<file path="src/rtl/sdci_pkg.sv">
package sdci_pkg;
  localparam int CMD_W   = 16;
  localparam int IDX_W   = 6;
  localparam int B_NEW   = 15;
  localparam int B_FAIL  = 14;
  localparam int B_BUSY  = 11;
  localparam int B_NORSP = 10;
  localparam int B_LONG  = 9;

  typedef struct packed {
    logic             busy;
    logic             no_rsp;
    logic             long_rsp;
    logic [IDX_W-1:0] idx;
  } cmd_fields_t;

  function automatic cmd_fields_t decode_cmd(input logic [CMD_W-1:0] c);
    cmd_fields_t f;
    f.busy     = c[B_BUSY];
    f.no_rsp   = c[B_NORSP];
    f.long_rsp = c[B_LONG];
    f.idx      = c[IDX_W-1:0];
    return f;
  endfunction
endpackage

</file>
<file path="src/rtl/sdci_cmd_ctrl.sv">
module sdci_cmd_ctrl
  import sdci_pkg::*;
#(
  parameter int ARG_W = 32
) (
  input  logic             clk,
  input  logic             rst_n,
  input  logic             cmd_wr,
  input  logic [CMD_W-1:0] cmd_wdata,
  input  logic             arg_wr,
  input  logic [ARG_W-1:0] arg_wdata,
  input  logic             done,
  input  logic             done_fail,
  output logic [CMD_W-1:0] cmd_q,
  output logic [ARG_W-1:0] arg_q,
  output logic             pending,
  output logic             issue_evt
);
  logic cmd_take;
  logic arg_take;

  assign cmd_take  = cmd_wr & ~pending;
  assign arg_take  = arg_wr & ~pending;
  assign issue_evt = cmd_take & cmd_wdata[B_NEW];

  always_ff @(posedge clk or negedge rst_n) begin
    if (!rst_n) begin
      cmd_q   <= '0;
      arg_q   <= '0;
      pending <= 1'b0;
    end else begin
      if (cmd_take) begin
        cmd_q <= cmd_wdata;
      end else if (done) begin
        cmd_q[B_NEW] <= 1'b0;
        if (done_fail) cmd_q[B_FAIL] <= 1'b1;
      end
      if (arg_take) arg_q <= arg_wdata;
      if (issue_evt) pending <= 1'b1;
      else if (done) pending <= 1'b0;
    end
  end
endmodule

</file>
<file path="src/rtl/sdci_rsp_judge.sv">
module sdci_rsp_judge #(
  parameter int WORD_W  = 32,
  parameter int N_WORDS = 4,
  parameter int LEN_W   = 5
) (
  input  logic                        no_rsp,
  input  logic                        long_rsp,
  input  logic [LEN_W-1:0]            rsp_len,
  input  logic [WORD_W*N_WORDS-1:0]   rsp_data,
  input  logic [WORD_W*N_WORDS-1:0]   cur_words,
  output logic                        bad,
  output logic [WORD_W*N_WORDS-1:0]   next_words
);
  localparam int RSP_W     = WORD_W * N_WORDS;
  localparam int SHORT_LEN = WORD_W / 8;
  localparam int LONG_LEN  = RSP_W / 8;

  function automatic logic len_fault(input logic nr, input logic lg,
                                     input logic [LEN_W-1:0] len);
    if (nr) return 1'b0;
    if (len == LEN_W'(SHORT_LEN)) return lg;
    if (len == LEN_W'(LONG_LEN)) return 1'b0;
    return 1'b1;
  endfunction

  logic is_short;
  assign bad      = len_fault(no_rsp, long_rsp, rsp_len);
  assign is_short = (rsp_len == LEN_W'(SHORT_LEN));

  for (genvar j = 0; j < N_WORDS; j++) begin : g_word
    logic [WORD_W-1:0] short_w;
    logic [WORD_W-1:0] long_w;
    if (j == 0) begin : g_first
      assign short_w = rsp_data[RSP_W-1 -: WORD_W];
    end else begin : g_rest
      assign short_w = '0;
    end
    assign long_w = rsp_data[j*WORD_W +: WORD_W];
    always_comb begin
      if (no_rsp || bad) next_words[j*WORD_W +: WORD_W] = cur_words[j*WORD_W +: WORD_W];
      else if (is_short) next_words[j*WORD_W +: WORD_W] = short_w;
      else next_words[j*WORD_W +: WORD_W] = long_w;
    end
  end
endmodule

</file>
<file path="src/rtl/sdci_rsp_store.sv">
module sdci_rsp_store #(
  parameter int RSP_W = 128
) (
  input  logic             clk,
  input  logic             rst_n,
  input  logic             done,
  input  logic             bad,
  input  logic             busy_req,
  input  logic             busy_en,
  input  logic [RSP_W-1:0] next_words,
  input  logic [1:0]       clr,
  output logic [RSP_W-1:0] words_q,
  output logic             stat_timeout,
  output logic             stat_busy,
  output logic             ack,
  output logic             busy_evt
);
  logic fail_evt;
  assign fail_evt = done & bad;
  assign busy_evt = done & ~bad & busy_req & busy_en;

  always_ff @(posedge clk or negedge rst_n) begin
    if (!rst_n) begin
      words_q      <= '0;
      stat_timeout <= 1'b0;
      stat_busy    <= 1'b0;
      ack          <= 1'b0;
    end else begin
      if (done) words_q <= next_words;
      stat_timeout <= (stat_timeout & ~clr[0]) | fail_evt;
      stat_busy    <= (stat_busy & ~clr[1]) | busy_evt;
      ack          <= done;
    end
  end
endmodule

</file>
<file path="src/rtl/sd_cmd_issuer.sv">
module sd_cmd_issuer
  import sdci_pkg::*;
#(
  parameter int WORD_W  = 32,
  parameter int N_WORDS = 4,
  parameter int LEN_W   = 5,
  parameter int ARG_W   = 32
) (
  input  logic                      clk,
  input  logic                      rst_n,
  input  logic                      cmd_wr,
  input  logic [15:0]               cmd_wdata,
  input  logic                      arg_wr,
  input  logic [ARG_W-1:0]          arg_wdata,
  input  logic                      cfg_busy_irq_en,
  input  logic [1:0]                stat_clr,
  output logic [15:0]               cmd_reg,
  output logic                      stat_timeout,
  output logic                      stat_busy,
  output logic [WORD_W*N_WORDS-1:0] rsp_words,
  output logic                      req_valid,
  output logic [5:0]                req_index,
  output logic [ARG_W-1:0]          req_arg,
  input  logic                      rsp_valid,
  input  logic [LEN_W-1:0]          rsp_len,
  input  logic [WORD_W*N_WORDS-1:0] rsp_data,
  output logic                      rsp_ack
);
  localparam int RSP_W = WORD_W * N_WORDS;

  cmd_fields_t        fields;
  logic               pending;
  logic               issue_evt;
  logic               done_evt;
  logic               bad;
  logic               busy_evt;
  logic [RSP_W-1:0]   next_words;

  assign done_evt = pending & rsp_valid;
  assign fields   = decode_cmd(cmd_reg);

  sdci_cmd_ctrl #(.ARG_W(ARG_W)) u_ctrl (
    .clk(clk), .rst_n(rst_n),
    .cmd_wr(cmd_wr), .cmd_wdata(cmd_wdata),
    .arg_wr(arg_wr), .arg_wdata(arg_wdata),
    .done(done_evt), .done_fail(bad),
    .cmd_q(cmd_reg), .arg_q(req_arg),
    .pending(pending), .issue_evt(issue_evt)
  );

  sdci_rsp_judge #(.WORD_W(WORD_W), .N_WORDS(N_WORDS), .LEN_W(LEN_W)) u_judge (
    .no_rsp(fields.no_rsp), .long_rsp(fields.long_rsp),
    .rsp_len(rsp_len), .rsp_data(rsp_data),
    .cur_words(rsp_words), .bad(bad), .next_words(next_words)
  );

  sdci_rsp_store #(.RSP_W(RSP_W)) u_store (
    .clk(clk), .rst_n(rst_n),
    .done(done_evt), .bad(bad),
    .busy_req(fields.busy), .busy_en(cfg_busy_irq_en),
    .next_words(next_words), .clr(stat_clr),
    .words_q(rsp_words), .stat_timeout(stat_timeout),
    .stat_busy(stat_busy), .ack(rsp_ack), .busy_evt(busy_evt)
  );

  assign req_valid = pending;
  assign req_index = fields.idx;
endmodule

</file>
<file path="config.mk">
export PLATFORM = sky130hd
export DESIGN_NAME = sd_cmd_issuer
export DESIGN_NICKNAME = d
export VERILOG_FILES = /design/src/rtl/sdci_pkg.sv /design/src/rtl/sdci_cmd_ctrl.sv /design/src/rtl/sdci_rsp_judge.sv /design/src/rtl/sdci_rsp_store.sv /design/src/rtl/sd_cmd_issuer.sv
export SDC_FILE = /design/constraint.sdc
export NUM_CORES = 1
export LEC_CHECK = 0
export BUFFER_PORTS_ARGS = -buffer_cell sky130_fd_sc_hd__buf_2
export CAP_MARGIN = 30
export CORE_UTILIZATION = 40
export CTS_CLUSTER_SIZE = 12
export DETAILED_ROUTE_END_ITERATION = 16
export PLACE_DENSITY = 0.64
export SLEW_MARGIN = 20
export SYNTH_ARGS = -nofsm -noshare
export SYNTH_HDL_FRONTEND = slang
export SYNTH_HIERARCHICAL = 1
export SYNTH_SLANG_ARGS = --single-unit
export TNS_END_PERCENT = 100
</file>
<file path="constraint.sdc">
create_clock -name clk -period 3.1 [get_ports clk]
set_input_delay 0.62 -clock clk [delete_from_list [all_inputs] [get_ports clk]]
set_output_delay 0.62 -clock clk [all_outputs]
set_load 0.03 [all_outputs]
</file>
==> results.yml <==
worst_setup_path:
  rrSetupSlack_ps: 680
  critPathRequiredTime_ps: 3400
  arrival_ps: 2730
  cp_max_fo: 51
  r2r_end: "u_store/words_q[81]"
  end_kind: "flop"
  path_class: "flop to flop"
  reg2reg_from: "u_ctrl/cmd_q[9]"
  reg2reg_depth: 6
  start_kind: "flop"
synth:
  synth_fp_nets: 984
  synthCells: 795
  synth_area_um2: 9810
  synth_area_per_cell_um2: 12.3
  ys_warn_count: 6
clock_network:
  clock-sinks: 180
  cts_buffers: 17
  ctsResizeCount: 0
  clockBufferDepth: 2
  cts_tree: "yes"
  path_clk_slew_ps: 70
  insertion_delay_ps: 420
  hold_buffers: 0
  cts_root_buf: "clkbuf_16"
  htreeDepth: 4
  post_cts_buffers: 0
pwr:
  p_leak_nw: 6.23
  power_frac_comb_pct: 43.4
  sequentialPowerShare_pct: 34.4
  p_sw_share_pct: 40.5
  clockPowerShare_pct: 22.1
  p_switching_mw: 4.14
  irDropWorstVdd_uv: 583
  power.density_nw_per_um2: 824
  internal_power_mw: 6.10
floorplanning:
  start_util_pct: 41.3
  dieArea_um2: 25200
  pin_count: 375
  coreArea_um2: 23800
  rows: 56
  fp.dieH_um: 159
  die_w_um: 159
routing:
  drtIter0Drc: 457
  via_per_inst: 4.87
  final_antenna_net_count: 0
  drcViolationCount: 0
  wire_per_inst_um: 16.5
  num_vias: 7166
  wirelength_um: 24300
  drt-pass1-iter-count: 4
placed_design:
  dp.cells: 1439
  hpwl_um: 17000
  port_buffers: 374
  place_congestion: 0.772
sta:
  hold_violations: 0
  fin_skew_ps: 10.8
  maxSlewViolCount: 0
  fmax_ghz: 0.413
  final.min_clock_period_ps: 2420
  fin_setup_tns_ps: 0
  rsz0062_at_grt: "false"
  slew_headroom_pct: 34.3
  min_period_over_period_pct: 78.2
  finalSetupViolations: 0
  worst_slew_pin_slew_ps: 985
layout:
  drive_above_1_share_pct: 56.0
  antenna_cells: 0
  layout.nets: 1328
  final_common_cell: "buf_2"
  syn_to_final_growth_pct: 26.6
  post-route-util_pct: 52.3
  fillCellCount: 2163
  regArea_um2: 4500
  multi_input_area_um2: 4430
  stdcell_count: 1471
  layout_common_cells: "buf_2, mux2_2, dfrtp_1, o21ai_0, inv_1"
hold_path:
  hold_class: "input pin to async pin"
global_routing:
  grt.total_usage_pct: 18.9
  grt_pass1_vias: 6911
  grt_pass1_wl_um: 36700
  grt-ovfl-total: 0
  antenna_found_initial: 2
  grt_max_degree: 98
outcome:
  status: "completed"
run:
  cap_violations: 0
cell type report:
cell class | count | area share [%]
timing repair buffer | 390 | 16.9
inverter | 99 | 2.99
sequential | 180 | 36.3
tap | 319 | 3.21
clock buffer | 18 | 3.53
multi-input combinational | 451 | 35.6
clock inverter | 14 | 1.49
flip-flops by register name, summed over array words and instances (netlist names):
name / count
u_store/stat_busy: 1
u_store/stat_timeout: 1
u_store/ack: 1
u_store/words_q: 128
u_ctrl/arg_q: 32
u_ctrl/cmd_q: 16
u_ctrl/pending: 1
through the flow:
| stage | cell area [µm²] | worst slack (ps) | hold WS [ps] | power (mW) |
|---|---|---|---|---|
| after global placement | 11800 | 350 | 472 | 7.99 |
| after detailed placement | 11800 | 319 | 469 | 8.05 |
| final | 12400 | 676 | 181 | 10.2 |
| after floorplan | 9810 | 709 | 324 | 6.88 |
| after global routing | 12400 | 653 | 232 | 10.8 |
| after CTS | 12400 | 699 | 212 | 10.4 |
worst max-delay path by stage:
stage / startpoint / to / slack [ps]
2_1_floorplan: rsp_len[3] / u_store/words_q[16] / 710
3_3_place_gp: rsp_len[3] / u_store/words_q[72] / 350
3_5_place_dp: rsp_len[3] / u_store/words_q[81] / 320
4_1_cts: u_ctrl/cmd_q[9] / u_store/words_q[81] / 700
5_1_grt: u_ctrl/cmd_q[9] / u_store/words_q[81] / 650
6_report: u_ctrl/cmd_q[9] / u_store/words_q[81] / 680
per-layer routing:
| layer | up-vias | routed length (µm) | global-route usage, % |
|---|---|---|---|
| met5 | - | 23 | 0 |
| met4 | 4 | 514 | 6.18 |
| met3 | 31 | 1730 | 5.28 |
| met2 | 254 | 11900 | 32.4 |
| met1 | 3460 | 10100 | 22.8 |
| li1 | 3417 | - | - |
power groups by stage:
stage | logic (mW) | clock network (mW) | registers [mW]
floorplan | 1.96 | 0 | 4.92
global placement | 4.43 | 0 | 3.56
detailed placement | 4.50 | 0 | 3.55
CTS | 4.49 | 2.35 | 3.54
global route | 4.72 | 2.43 | 3.64
finish | 4.45 | 2.27 | 3.53
worst max-delay path, stage by stage (launching register included):
cell	delay, ps
dfrtp_1	400
or3b_1	480
a211oi_4	350
buf_12	340
buf_4	290
mux2i_1	100
mux2_2	280
(Power assumes the default switching activity.)
